[src/rtl/pwr_halt_pkg.sv]
// Shared types for the halt power-mode controller.
// Assumes: the mode code width is 3 bits; the codes are fixed, because software reads them.
package pwr_halt_pkg;

    localparam int MODE_W  = 3;
    localparam int NCLK    = 2;
    localparam int SYS_IDX = 0;
    localparam int SUB_IDX = 1;

    typedef enum logic [MODE_W-1:0] {
        PM_RUN    = 3'd0,
        PM_DEEP   = 3'd1,
        PM_LIGHT  = 3'd2,
        PM_IDLE_S = 3'd3,
        PM_IDLE_F = 3'd4
    } pm_mode_t;

    // Reports whether clock domain idx runs in mode m.
    function automatic logic clk_runs(pm_mode_t m, int idx);
        logic on;
        if (idx == SYS_IDX) begin
            on = (m == PM_RUN) || (m == PM_IDLE_F);
        end else begin
            on = (m != PM_DEEP);
        end
        return on;
    endfunction

endpackage

[src/rtl/pwr_mode_pick.sv]
// Picks the halt mode from the configuration bits and the detector enables.
// Assumes: the result is used only on the cycle in which a halt is accepted.
module pwr_mode_pick
    import pwr_halt_pkg::*;
(
    input  logic     idle_en_i,
    input  logic     keep_sys_i,
    input  logic     wdt_en_i,
    input  logic     lvd_en_i,
    output pm_mode_t pick_o
);

    // Choose among the four halt modes.
    always_comb begin
        if (idle_en_i) begin
            pick_o = keep_sys_i ? PM_IDLE_F : PM_IDLE_S;
        end else if (wdt_en_i || lvd_en_i) begin
            pick_o = PM_LIGHT;
        end else begin
            pick_o = PM_DEEP;
        end
    end

    always_comb begin
        AST_PICK_NOT_RUN: assert (pick_o != PM_RUN);
    end

endmodule

[src/rtl/pwr_seq.sv]
// Sequences between run mode and the halt modes. Accepts a halt only in run mode,
// and only when no time-out arrives on the same cycle. Returns to run on a wake-up
// or a time-out.
// Assumes: halt_i, wake_i and tmo_i are synchronous to clk.
module pwr_seq
    import pwr_halt_pkg::*;
(
    input  logic     clk,
    input  logic     rst_n,
    input  logic     halt_i,
    input  logic     wake_i,
    input  logic     tmo_i,
    input  pm_mode_t pick_i,
    output pm_mode_t mode_o,
    output pm_mode_t mode_nxt_o,
    output logic     accept_o,
    output logic     wdt_clr_o,
    output logic     stall_o
);

    pm_mode_t mode_q;
    logic     leave;
    logic     clr_q;
    logic     stall_q;

    // Qualify halt acceptance and wake-up against the current mode.
    always_comb begin
        accept_o = halt_i && (mode_q == PM_RUN) && !tmo_i;
        leave    = (wake_i || tmo_i) && (mode_q != PM_RUN);
    end

    // Next-mode selection.
    always_comb begin
        if (accept_o) begin
            mode_nxt_o = pick_i;
        end else if (leave) begin
            mode_nxt_o = PM_RUN;
        end else begin
            mode_nxt_o = mode_q;
        end
    end

    // Mode register.
    always_ff @(posedge clk) begin
        if (!rst_n) begin
            mode_q <= PM_RUN;
        end else begin
            mode_q <= mode_nxt_o;
        end
    end

    // Registered clear pulse and stall.
    always_ff @(posedge clk) begin
        if (!rst_n) begin
            clr_q   <= 1'b0;
            stall_q <= 1'b0;
        end else begin
            clr_q   <= accept_o;
            stall_q <= (mode_nxt_o != PM_RUN);
        end
    end

    assign mode_o    = mode_q;
    assign wdt_clr_o = clr_q;
    assign stall_o   = stall_q;

    AST_STALL_TRACKS_MODE: assert property (@(posedge clk) disable iff (!rst_n)
        stall_q == (mode_q != PM_RUN));
    AST_CLR_ONE_CYCLE: assert property (@(posedge clk) disable iff (!rst_n)
        clr_q |=> !clr_q);
    AST_WAKE_TO_RUN: assert property (@(posedge clk) disable iff (!rst_n)
        (mode_q != PM_RUN && wake_i) |=> mode_q == PM_RUN);
    AST_HALT_HELD: assert property (@(posedge clk) disable iff (!rst_n)
        (mode_q != PM_RUN && !wake_i && !tmo_i) |=> $stable(mode_q));

endmodule

[src/rtl/pwr_clk_gate.sv]
// Registers one clock enable per domain, driven by the next mode. Each enable
// therefore changes one cycle after the halt or wake-up that causes the change.
// Assumes: the enables drive clock-gating cells that latch them while the
// gated clock is low.
module pwr_clk_gate
    import pwr_halt_pkg::*;
#(
    parameter int N = NCLK
) (
    input  logic         clk,
    input  logic         rst_n,
    input  pm_mode_t     mode_nxt_i,
    input  pm_mode_t     mode_i,
    output logic [N-1:0] en_o
);

    logic [N-1:0] en_q;

    for (genvar g = 0; g < N; g++) begin : g_dom
        // Enable register for domain g.
        always_ff @(posedge clk) begin
            if (!rst_n) begin
                en_q[g] <= 1'b1;
            end else begin
                en_q[g] <= clk_runs(mode_nxt_i, g);
            end
        end
    end

    assign en_o = en_q;

    AST_SYS_OFF_WHEN_GATED: assert property (@(posedge clk) disable iff (!rst_n)
        (mode_i == PM_DEEP || mode_i == PM_LIGHT || mode_i == PM_IDLE_S) |-> !en_q[SYS_IDX]);
    AST_DEEP_ALL_OFF: assert property (@(posedge clk) disable iff (!rst_n)
        (mode_i == PM_DEEP) |-> en_q == '0);
    AST_RUN_ALL_ON: assert property (@(posedge clk) disable iff (!rst_n)
        (mode_i == PM_RUN || mode_i == PM_IDLE_F) |-> en_q[SYS_IDX]);

endmodule

[src/rtl/pwr_flags.sv]
// Power-down and time-out status flags. A halt sets power-down and clears time-out.
// A time-out sets time-out. Software clears power-down; a halt on the same cycle wins.
// Assumes: the controller does not accept a halt on a cycle with a time-out.
module pwr_flags (
    input  logic clk,
    input  logic rst_n,
    input  logic accept_i,
    input  logic tmo_i,
    input  logic pdf_clr_i,
    output logic pdf_o,
    output logic to_o
);

    logic pdf_q;
    logic to_q;

    // Power-down flag.
    always_ff @(posedge clk) begin
        if (!rst_n) begin
            pdf_q <= 1'b0;
        end else if (accept_i) begin
            pdf_q <= 1'b1;
        end else if (pdf_clr_i) begin
            pdf_q <= 1'b0;
        end
    end

    // Time-out flag.
    always_ff @(posedge clk) begin
        if (!rst_n) begin
            to_q <= 1'b0;
        end else if (tmo_i) begin
            to_q <= 1'b1;
        end else if (accept_i) begin
            to_q <= 1'b0;
        end
    end

    assign pdf_o = pdf_q;
    assign to_o  = to_q;

    AST_HALT_SETS_PDF: assert property (@(posedge clk) disable iff (!rst_n)
        accept_i |=> (pdf_q && !to_q));
    AST_TMO_SETS_TO: assert property (@(posedge clk) disable iff (!rst_n)
        tmo_i |=> to_q);
    AST_PDF_CLEAR: assert property (@(posedge clk) disable iff (!rst_n)
        (pdf_clr_i && !accept_i) |=> !pdf_q);

endmodule

[src/rtl/pwr_halt_ctrl.sv]
// Top of the halt power-mode controller. Connects the mode picker, the sequencer,
// the clock-enable registers and the status flags.
// Assumes: clk is always on and is not one of the clocks this block gates.
module pwr_halt_ctrl
    import pwr_halt_pkg::*;
(
    input  logic              clk,
    input  logic              rst_n,
    input  logic              halt_i,
    input  logic              idle_en_i,
    input  logic              keep_sys_i,
    input  logic              wdt_en_i,
    input  logic              lvd_en_i,
    input  logic              wake_i,
    input  logic              wdt_tmo_i,
    input  logic              pdf_clr_i,
    output logic              sys_clk_en_o,
    output logic              sub_clk_en_o,
    output logic [MODE_W-1:0] mode_o,
    output logic              pdf_o,
    output logic              to_o,
    output logic              wdt_clr_o,
    output logic              stall_o
);

    pm_mode_t        pick;
    pm_mode_t        mode;
    pm_mode_t        mode_nxt;
    logic            accept;
    logic [NCLK-1:0] en;

    pwr_mode_pick u_pick (
        .idle_en_i  (idle_en_i),
        .keep_sys_i (keep_sys_i),
        .wdt_en_i   (wdt_en_i),
        .lvd_en_i   (lvd_en_i),
        .pick_o     (pick)
    );

    pwr_seq u_seq (
        .clk        (clk),
        .rst_n      (rst_n),
        .halt_i     (halt_i),
        .wake_i     (wake_i),
        .tmo_i      (wdt_tmo_i),
        .pick_i     (pick),
        .mode_o     (mode),
        .mode_nxt_o (mode_nxt),
        .accept_o   (accept),
        .wdt_clr_o  (wdt_clr_o),
        .stall_o    (stall_o)
    );

    pwr_clk_gate #(.N(NCLK)) u_gate (
        .clk        (clk),
        .rst_n      (rst_n),
        .mode_nxt_i (mode_nxt),
        .mode_i     (mode),
        .en_o       (en)
    );

    pwr_flags u_flags (
        .clk       (clk),
        .rst_n     (rst_n),
        .accept_i  (accept),
        .tmo_i     (wdt_tmo_i),
        .pdf_clr_i (pdf_clr_i),
        .pdf_o     (pdf_o),
        .to_o      (to_o)
    );

    assign sys_clk_en_o = en[SYS_IDX];
    assign sub_clk_en_o = en[SUB_IDX];
    assign mode_o       = mode;

    AST_LIGHT_SUB_ON: assert property (@(posedge clk) disable iff (!rst_n)
        (mode == PM_LIGHT) |-> (sub_clk_en_o && !sys_clk_en_o));
    AST_CFG_IGNORED_IN_HALT: assert property (@(posedge clk) disable iff (!rst_n)
        (mode != PM_RUN && !wake_i && !wdt_tmo_i) |=> ($stable(sys_clk_en_o) && $stable(sub_clk_en_o)));

endmodule

[config.mk]
export PLATFORM = sky130hd
export DESIGN_NAME = pwr_halt_ctrl
export DESIGN_NICKNAME = d
export VERILOG_FILES = /design/src/rtl/pwr_halt_pkg.sv /design/src/rtl/pwr_mode_pick.sv /design/src/rtl/pwr_seq.sv /design/src/rtl/pwr_clk_gate.sv /design/src/rtl/pwr_flags.sv /design/src/rtl/pwr_halt_ctrl.sv
export SDC_FILE = /design/constraint.sdc
export NUM_CORES = 1
export LEC_CHECK = 0
export BUFFER_PORTS_ARGS = -buffer_cell sky130_fd_sc_hd__buf_4
export CORE_AREA = 2 2 39 41
export DETAILED_ROUTE_END_ITERATION = 12
export DIE_AREA = 0 0 41 43
export GPL_ROUTABILITY_DRIVEN = 0
export PLACE_DENSITY_LB_ADDON = 0.08
export SETUP_SLACK_MARGIN = 0.05
export SYNTH_ARGS = -nofsm -noshare
export SYNTH_HDL_FRONTEND = slang
export SYNTH_HIERARCHICAL = 1
export SYNTH_SLANG_ARGS = --single-unit
[constraint.sdc]
create_clock -name clk -period 2.6 [get_ports clk]
set_input_delay 0 -clock clk [delete_from_list [all_inputs] [get_ports clk]]
set_output_delay 0 -clock clk [all_outputs]
set_load 0.03 [all_outputs]
==> metrics.csv <==
metric,value,unit
setup_tns,0,ps
required,2730,ps
die_w,41,µm
detail_route.wl_per_cell,10.57,µm
insertion_delay,260,ps
die_h,43,µm
port_buffers,18,
fmax,798.1,MHz
syn_nets,51,
drc_errors,0,
grt_pass1_vias,329,
grt_use_total,12.07,%
critPathMaxFanout,6,
worstPathArrival,1390,ps
hold_violations,0,
netlist_area,389.1,µm²
finish.net_count,74,
synth_top_area_cell,dfxtp_1,
grt-ovfl-total,0,
maxCapViolations,0,
hold_ws,11.72,ps
grt_max_degree,14,
fin_crit,1253,ps
h-tree-depth,1,
root_buffer,clkbuf_4,
fillers,143,
whs_path_depth,2,
power.density,549.4,nW/µm²
synth.top_cells.by_area,"dfxtp_1, a22o_1, nor3_2, nand3_1, o21ai_0",
cts_sinks,9,
setup-violations-final,0,
ioPinCount,19,
rsz0062_at_grt,false,
ys_seq_area_share,46.30,%
hp-class,input pin to flop,
firstDrtPassIters,4,
fin_area,576.8,µm²
endpoint_kind,flop,
leakage,0.2622,nW
r2r_cells,5,
worst_pin_slew,447.2,ps
synth-seq-cells,9,
dieArea,1763,µm²
syn_inst,41,
cts_buffers,3,
clk_pin_slew_worst_paths,60,ps
finClkSkew,4.471,ps
grt_pass1_wl,1373,µm
worst_setup_path_start_kind,flop,
relSlewSlack,70.08,%
dpl.hpwl,635.4,µm
yosysWarnings,6,
ant_nets,0,
antenna_found_initial,0,
syn_area_per_cell,9.491,µm²
period_share,48.19,%
slew_violations,0,
syn2layout_area_growth,48.23,%
yosys.area.top_type_share,46.30,%
start_util,28.12,%
vias,383,
total_power,0.3169,mW
layout-drive-gt1-share,42.86,%
clockBufferDepth,2,
n_antenna_cell,0,
ys_types,21,
core,1384,µm²
drt-initial-drc-count,14,
rows,14,
placed_area,540.5,µm²
max-vdd-ir-drop,0.2174,mV
path_class,flop to flop,
status,completed,
totalWireLength,835,µm
via_per_inst,4.848,
cts_tree,yes,
==> report_power, final <==
part           leakage, nW  switching, mW  total, mW  internal (mW)
Combinational        0.173         0.0338     0.0636         0.0299
Clock               0.0150         0.0465      0.105         0.0590
Sequential          0.0737        0.00329      0.148          0.145
==> critical path: stages (launching register included) <==
cell       delay (ps)
dfxtp_1           340
nor3_2            240
nand3b_2          160
inv_2             130
a22o_1            160
nand4bb_1         100
==> what timing repair did <==
| item | CTS | global route |
|---|---|---|
| hold endpoints to repair | 1 | 0 |
| hold buffers | 1 | 0 |
| setup buffers | 0 | 0 |
| gates resized for setup | 0 | 0 |
==> logic make-up after synthesis <==
family	share of synthesized area [%]
compound gates	21.22
buf+inv	2.891
flops	46.30
simple gates	29.58
==> flip-flops by register name (all words and copies together) (netlist names) <==
name and cells:
u_seq/wdt_clr_o 1, u_flags/pdf_o 1, u_flags/to_o 1, u_seq/mode_o 3, u_seq/stall_o 1, u_gate/en_o 2
==> worst paths after layout <==
check,slack [ps],end,start
min reg2reg,530,u_seq/mode_o[2]$_SDFF_PN0_,u_seq/mode_o[2]$_SDFF_PN0_
min,10,u_gate/en_o[0]$_SDFF_PN1_,rst_n
max,1350,u_gate/en_o[1]$_SDFF_PN1_,u_seq/mode_o[2]$_SDFF_PN0_
max reg2reg,1350,u_gate/en_o[1]$_SDFF_PN1_,u_seq/mode_o[2]$_SDFF_PN0_
==> per-layer routing <==
| layer | up-vias | part of all wire, % | GRT usage, % |
|---|---|---|---|
| met5 | - | 0 | 0 |
| met4 | 0 | 0 | 6.000 |
| met3 | 0 | 7.9 | 7.853 |
| met2 | 13 | 51 | 16.56 |
| met1 | 180 | 41 | 13.92 |
| li1 | 190 | - | - |
==> cell type report <==
class                           instances  area (µm²)  area share [%]
Clock buffer                            4       26.28           4.555
Inverter                                2       7.507           1.302
Multi-Input combinational cell         29       197.7           34.27
Sequential cell                         9       180.2           31.24
Tap cell                               16       20.02           3.471
Timing Repair Buffer                   19       145.1           25.16
==> metrics by stage <==
step | std cells | utilization, % | worst slack (ps)
2_1_floorplan | 41 | - | 1270
3_3_place_gp | 74 | 39.06 | 1405
3_5_place_dp | 74 | 39.06 | 1347
4_1_cts | 79 | 41.68 | 1340
5_1_grt | 79 | 41.68 | 1239
6_report | 79 | 41.68 | 1347
==> cell usage in the layout (no fill, tap or decap) <==
| cell type | n |
|---|---|
| and2_4 | 1 |
| o31ai_1 | 1 |
| nor3_2 | 2 |
| nand2_1 | 4 |
| dfxtp_1 | 9 |
| a22o_1 | 3 |
| inv_1 | 1 |
| nand3_1 | 3 |
| o21ai_1 | 1 |
| nor2b_4 | 1 |
| inv_2 | 1 |
| clkbuf_4 | 3 |
| dlygate4sd3_1 | 1 |
| clkbuf_1 | 1 |
| nand3b_2 | 1 |
| nand4bb_1 | 1 |
| nor2b_1 | 1 |
| buf_4 | 18 |
| o22ai_1 | 1 |
| nor2_1 | 2 |
| a21o_1 | 1 |
| o21ai_0 | 3 |
| and2_1 | 1 |
| o21a_1 | 2 |
==> cells in the mapped netlist <==
cell       count
a21o_1         1
a22o_1         3
and2_1         1
and2_4         1
buf_1          1
dfxtp_1        9
inv_1          1
inv_2          1
nand2_1        4
nand3_1        3
nand3b_2       1
nand4bb_1      1
nor2_1         2
nor2b_1        1
nor2b_4        1
nor3_2         2
o21a_1         2
o21ai_0        3
o21ai_1        1
o22ai_1        1
o31ai_1        1
(Power assumes the default switching activity.)
